==> config.mk <==
export PLATFORM = sky130hd
export DESIGN_NAME = vsib_agen
export DESIGN_NICKNAME = d
export VERILOG_FILES = /design/src/rtl/vsib_pkg.sv /design/src/rtl/vsib_decode.sv /design/src/rtl/vsib_lane.sv /design/src/rtl/vsib_agen.sv
export SDC_FILE = /design/constraint.sdc
export NUM_CORES = 2
export LEC_CHECK = 0
export CORE_MARGIN = 4
export CORE_UTILIZATION = 42
export CTS_BUF_LIST = sky130_fd_sc_hd__clkbuf_4
export CTS_CLUSTER_DIAMETER = 120
export DETAILED_ROUTE_END_ITERATION = 6
export DONT_BUFFER_PORTS = 1
export PLACE_DENSITY = 0.63
export SLEW_MARGIN = 20
export SYNTH_ARGS = -nofsm -noshare
export SYNTH_HDL_FRONTEND = slang
export SYNTH_SLANG_ARGS = --single-unit
==> constraint.sdc <==
create_clock -name clk -period 1.2 [get_ports clk]
set_input_delay 0.18 -clock clk [delete_from_list [all_inputs] [get_ports clk]]
set_output_delay 0.18 -clock clk [all_outputs]
set_load 0.02 [all_outputs]
==> src/rtl/vsib_pkg.sv <==
package vsib_pkg;
  localparam int unsigned ADDR_W = 64;
  localparam int unsigned DISP_W = 32;
  localparam int unsigned SEL_W  = 4;

  typedef enum logic [1:0] {
    MOD_NODISP = 2'b00,
    MOD_DISP8  = 2'b01,
    MOD_DISP32 = 2'b10,
    MOD_REG    = 2'b11
  } mod_e;

  typedef struct packed {
    logic [SEL_W-1:0]  base_sel;
    logic [SEL_W-1:0]  idx_sel;
    logic              use_base;
    logic [ADDR_W-1:0] disp_ext;
    logic              bad;
  } dec_t;
endpackage

==> src/rtl/vsib_decode.sv <==
module vsib_decode
  import vsib_pkg::*;
(
  input  logic [1:0]        mod_f,
  input  logic [7:0]        sib,
  input  logic              ext_x,
  input  logic              ext_b,
  input  logic              long_mode,
  input  logic [DISP_W-1:0] disp,
  output dec_t              dec
);
  mod_e mode;
  logic no_base;

  always_comb begin
    mode     = mod_e'(mod_f);
    no_base  = (mode == MOD_NODISP) && (sib[2:0] == 3'b101);
    dec.base_sel = {ext_b & long_mode, sib[2:0]};
    dec.idx_sel  = {ext_x & long_mode, sib[5:3]};
    dec.use_base = !no_base;
    dec.bad      = (mode == MOD_REG);
    unique case (mode)
      MOD_DISP8:  dec.disp_ext = {{(ADDR_W-8){disp[7]}}, disp[7:0]};
      MOD_DISP32: dec.disp_ext = {{(ADDR_W-DISP_W){disp[DISP_W-1]}}, disp};
      MOD_NODISP: dec.disp_ext = no_base ? {{(ADDR_W-DISP_W){disp[DISP_W-1]}}, disp}
                                         : '0;
      default:    dec.disp_ext = '0;
    endcase
  end
endmodule

==> src/rtl/vsib_lane.sv <==
module vsib_lane
  import vsib_pkg::*;
#(
  parameter int unsigned IDX_W = 32
) (
  input  logic [IDX_W-1:0]  idx,
  input  logic [1:0]        scale,
  input  logic [ADDR_W-1:0] base_val,
  input  logic [ADDR_W-1:0] disp_ext,
  input  logic              long_mode,
  output logic [ADDR_W-1:0] addr
);
  logic [ADDR_W-1:0] idx_ext;
  logic [ADDR_W-1:0] scaled;
  logic [ADDR_W-1:0] sum;

  always_comb begin
    idx_ext = {{(ADDR_W-IDX_W){idx[IDX_W-1]}}, idx};
    scaled  = idx_ext << scale;
    sum     = base_val + scaled + disp_ext;
    addr    = long_mode ? sum : {{(ADDR_W-32){1'b0}}, sum[31:0]};
  end
endmodule

==> src/rtl/vsib_agen.sv <==
module vsib_agen
  import vsib_pkg::*;
#(
  parameter int unsigned LANES = 8,
  parameter int unsigned IDX_W = 32
) (
  input  logic                    clk,
  input  logic                    rst_n,
  input  logic                    in_valid,
  input  logic [1:0]              mod_f,
  input  logic [7:0]              sib,
  input  logic                    ext_x,
  input  logic                    ext_b,
  input  logic                    long_mode,
  input  logic [DISP_W-1:0]       disp,
  output logic [SEL_W-1:0]        gpr_rd_addr,
  input  logic [ADDR_W-1:0]       gpr_rd_data,
  input  logic [LANES*IDX_W-1:0]  vidx,
  output logic                    out_valid,
  output logic                    bad_enc,
  output logic [SEL_W-1:0]        base_sel,
  output logic [SEL_W-1:0]        index_sel,
  output logic [LANES*ADDR_W-1:0] lane_addr
);
  localparam int unsigned HALF_W = ADDR_W / 2;

  dec_t              dec;
  logic [ADDR_W-1:0] base_val;
  logic [ADDR_W-1:0] lane_d [LANES];
  logic [ADDR_W-1:0] addr_q [LANES];
  logic [ADDR_W-1:0] addr_n [LANES];
  logic [SEL_W-1:0]  bsel_q, bsel_n, isel_q, isel_n;
  logic              vld_q, bad_q, bad_n;

  vsib_decode u_dec (
    .mod_f(mod_f), .sib(sib), .ext_x(ext_x), .ext_b(ext_b),
    .long_mode(long_mode), .disp(disp), .dec(dec)
  );

  assign gpr_rd_addr = dec.base_sel;

  always_comb begin
    if (!dec.use_base)  base_val = '0;
    else if (long_mode) base_val = gpr_rd_data;
    else                base_val = {{HALF_W{1'b0}}, gpr_rd_data[HALF_W-1:0]};
  end

  for (genvar k = 0; k < LANES; k++) begin : g_lane
    vsib_lane #(.IDX_W(IDX_W)) u_lane (
      .idx(vidx[k*IDX_W +: IDX_W]), .scale(sib[7:6]), .base_val(base_val),
      .disp_ext(dec.disp_ext), .long_mode(long_mode), .addr(lane_d[k])
    );
    assign lane_addr[k*ADDR_W +: ADDR_W] = addr_q[k];
  end

  // next state: capture only when in_valid (clock enable written out)
  always_comb begin
    bsel_n = bsel_q;
    isel_n = isel_q;
    bad_n  = bad_q;
    for (int k = 0; k < LANES; k++) addr_n[k] = addr_q[k];
    if (in_valid) begin
      bsel_n = dec.base_sel;
      isel_n = dec.idx_sel;
      bad_n  = dec.bad;
      for (int k = 0; k < LANES; k++) addr_n[k] = dec.bad ? '0 : lane_d[k];
    end
  end

  always_ff @(posedge clk or negedge rst_n) begin
    if (!rst_n) begin
      vld_q  <= 1'b0;
      bad_q  <= 1'b0;
      bsel_q <= '0;
      isel_q <= '0;
      for (int k = 0; k < LANES; k++) addr_q[k] <= '0;
    end else begin
      vld_q  <= in_valid;
      bad_q  <= bad_n;
      bsel_q <= bsel_n;
      isel_q <= isel_n;
      for (int k = 0; k < LANES; k++) addr_q[k] <= addr_n[k];
    end
  end

  assign out_valid = vld_q;
  assign bad_enc   = bad_q;
  assign base_sel  = bsel_q;
  assign index_sel = isel_q;


  bad_enc_chk: assert property (@(posedge clk) disable iff (!rst_n)
    (in_valid && mod_f == 2'b11) |=> (out_valid && bad_enc && lane_addr == '0));


  hold_chk: assert property (@(posedge clk) disable iff (!rst_n)
    !in_valid |=> (!out_valid && $stable(lane_addr) && $stable(base_sel) && $stable(bad_enc)));


  narrow_sel_chk: assert property (@(posedge clk) disable iff (!rst_n)
    (in_valid && !long_mode) |=> (!base_sel[SEL_W-1] && !index_sel[SEL_W-1]));

  for (genvar k = 0; k < LANES; k++) begin : g_chk

    wrap32_chk: assert property (@(posedge clk) disable iff (!rst_n)
      (in_valid && !long_mode) |=> (lane_addr[k*ADDR_W+HALF_W +: HALF_W] == '0));
  end
endmodule

==> flow_summary.yaml <==
clock_network:
  clk_pin_slew_ps: 60
  cts_sinks: 522
  root_buffer: "clkbuf_4"
  insertion_delay_ps: 1240
  cts_tree: "yes"
  cts_buffers: 154
  cts_buffer_depth: 3
  cts_max_level: 4
timing:
  holdWs_ps: -1370
  rsz0062_at_grt: "yes"
  fin_crit_sh_pct: 303
  tightest_slew_ps: 1520
  min_period_ps: 3640
  finClkSkew_ps: 0
  layout_setup_ws_ps: -2440
  setup_viol: 1035
  fin_setup_tns_ps: -1227160
  hold_violations: 831
  timing.final.max_slew_violations: 29
  max_slew_margin_pct: -1.66
  fmax_mhz: 275
grt:
  grt_pass1_vias: 67600
  grt_max_degree: 523
  grt-ovfl-total: 0
  grt_pass1_wl_um: 444000
  track_usage_pct: 37.7
  antenna_found_initial: 42
pwr:
  peakVddDrop_uv: 1250
  combPwrFrac_pct: 68.7
  switchingPower_uw: 74400
  swShare_pct: 46.2
  pwr-share-clk_pct: 11.6
  p_total_uw: 161000
  power.density_nw_per_um2: 1720
  pwr-share-seq_pct: 19.7
  intPower_uw: 86600
  leakage_uw: 0.0459
floorplanning:
  fp.dieW_um: 398
  core_um2: 152000
  io_pins: 894
  dieArea_um2: 159000
  dieHeight_um: 398
  start_util_pct: 42.2
  num_rows: 143
final_layout:
  layout_commonest_cell: "buf_4"
  final_cell_mix: "buf_4 (2445), ha_1 (612), dfrtp_1 (522)"
  synthToLayoutAreaGrowth_pct: 46.0
  utilization_pct: 61.6
  drive_above_1_share_pct: 40.1
  nets: 10600
  instances_no_fill: 11400
detailed_routing:
  drt-initial-drc-count: 5165
  drc: 0
  ant_nets: 0
  num_vias: 67400
  vias_per_cell: 5.92
  drt_wl_total_um: 312000
  drtPass1Iterations: 6
  post_drt_wl_per_cell_um: 27.4
worst_setup_path:
  end_kind: "flip-flop"
  reg2reg_depth: 2
  crit_type: "in2reg"
  r2r_setup_slack_ps: 240
  startpoint_type: "primary input"
  crit_arrival_ps: 4770
  worst_ep_required_time_ps: 2340
  cp_max_fo: 275
synthesis:
  synth_area_um2: 64000
  ys.flop_type: "dfrtp_1"
  async_reset_ff_share_pct: 100
  syn_inst: 6768
  ys_ff_latch: 522
  synth_edf_count: 0
  yosysUniqueCellTypes: 95
  mappedNetlistNets: 8147
  synth.avg_cell_area_um2: 9.46
  seq_area_frac_synth_pct: 20.4
  yosysWarnings: 0
worst_hold_path:
  hp-class: "in2async"
place:
  gp_congestion: 1.06
  dpl.cell_count: 11000
  io_buffers: 0
  dpl.hpwl_um: 252000
outcome:
  violations: "negative hold slack, max-slew violations, negative setup slack"
  status: "complete, but fails checks"
job:
  cap_viol_max_count: 0
==> Yosys cell counts, drive strengths merged (30+ instances only) <==
library cell,number,area share [%]
a211oi,59,0.70
a21boi,31,0.36
a21o,325,3.8
a21oi,582,4.6
a22o,455,6.2
a31oi,72,0.71
and2,66,0.64
and3,90,0.88
buf,50,0.32
clkbuf,338,2.0
dfrtp,522,20
fa,306,9.6
ha,705,14
inv,218,1.3
mux2i,36,0.56
mux4,224,7.9
nand2,436,2.6
nand2b,235,2.3
nand3,121,0.95
nand4,121,1.2
nor2,256,1.5
nor2b,56,0.55
nor3,74,0.58
o211ai,30,0.36
o21a,36,0.42
o21ai,322,2.5
o21bai,118,1.4
o2bb2ai,33,0.45
o31ai,34,0.46
xnor2,338,4.6
xor2,159,2.2
==> registers in the layout, indices dropped and copies added, names as in the netlist <==
name / flops
bad_enc: 1
base_sel: 4
index_sel: 4
lane_addr: 512
out_valid: 1
==> cells by family after synthesis <==
| logic type | after synthesis | share of synthesized area, % |
|---|---|---|
| AO/OA/AOI/OAI | 2314 | 25.1 |
| AND/OR/NAND/NOR | 1549 | 12.2 |
| adder cells (fa/ha/maj) | 1011 | 23.3 |
| buffers and inverters | 606 | 3.59 |
| flip-flops | 522 | 20.4 |
| XOR/XNOR | 497 | 6.80 |
| multiplexers | 269 | 8.60 |
==> per-layer routing <==
| metal | track usage [%] | share of wire, % | vias to the layer above |
|---|---|---|---|
| met2 | 61.6 | 46 | 2792 |
| met3 | 9.42 | 7.8 | 898 |
| met5 | 0 | 0.034 | - |
| met4 | 26.5 | 8.6 | 16 |
| li1 | - | - | 30500 |
| met1 | 43.4 | 37 | 33200 |
==> timing repair <==
action                     4_1_cts  5_1_grt
resized for setup              232      521
hold endpoints to repair      1044      848
gates cloned                     2        2
hold buffers                    47        3
buffers inserted                10       68
pin swaps                       63      225
setup endpoints to repair     1015     1035
==> stage by stage <==
stage	instance area [um^2]	worst slack [ps]
2_1_floorplan	64900	-3350
3_3_place_gp	86000	-4200
3_5_place_dp	86000	-4250
4_1_cts	90100	-2240
5_1_grt	93500	-2460
6_report	93500	-2440
==> cell type report <==
| cell class | instances | area, um^2 |
|---|---|---|
| Inverter | 218 | 828 |
| Timing Repair Buffer | 2667 | 22100 |
| Fill cell | 13300 | 58200 |
| Antenna cell | 38 | 95.1 |
| Clock buffer | 210 | 1580 |
| Sequential cell | 522 | 13100 |
| Clock inverter | 59 | 430 |
| Multi-Input combinational cell | 5640 | 52900 |
| Tap cell | 2030 | 2540 |
==> power by group through the flow <==
| stage | clock network (uW) | logic, uW | registers, uW |
|---|---|---|---|
| detailed placement | 0 | 101000 | 31800 |
| floorplan | 0 | 48200 | 33200 |
| global route | 20000 | 118000 | 32200 |
| CTS | 19100 | 104000 | 31600 |
| finish | 18700 | 111000 | 31700 |
| global placement | 0 | 100000 | 31700 |
==> worst paths after layout <==
path	start	to
worst max-delay path	sib[7]	lane_addr[127]
min in group clk	sib[1]	base_sel[1]
worst min register to register	lane_addr[405]	lane_addr[405]
max in group asynchronous	rst_n	lane_addr[14]
worst max register to register	lane_addr[440]	lane_addr[440]
worst min-delay path	rst_n	lane_addr[312]
==> worst max-delay path, cell delays in order <==
cell and delay (ps):
mux2i_1 210, buf_4 180, a21oi_1 510, fa_1 580
ha_4 330, a211oi_2 70, o211ai_1 310, a221o_1 310
nand4_1 220, a2111oi_2 400, buf_4 220, o211ai_1 90
nand2b_1 210, a41oi_2 230, o31ai_2 280, xnor2_1 100
a22o_1 180
No activity file was read; power rests on OpenSTA's default activity.
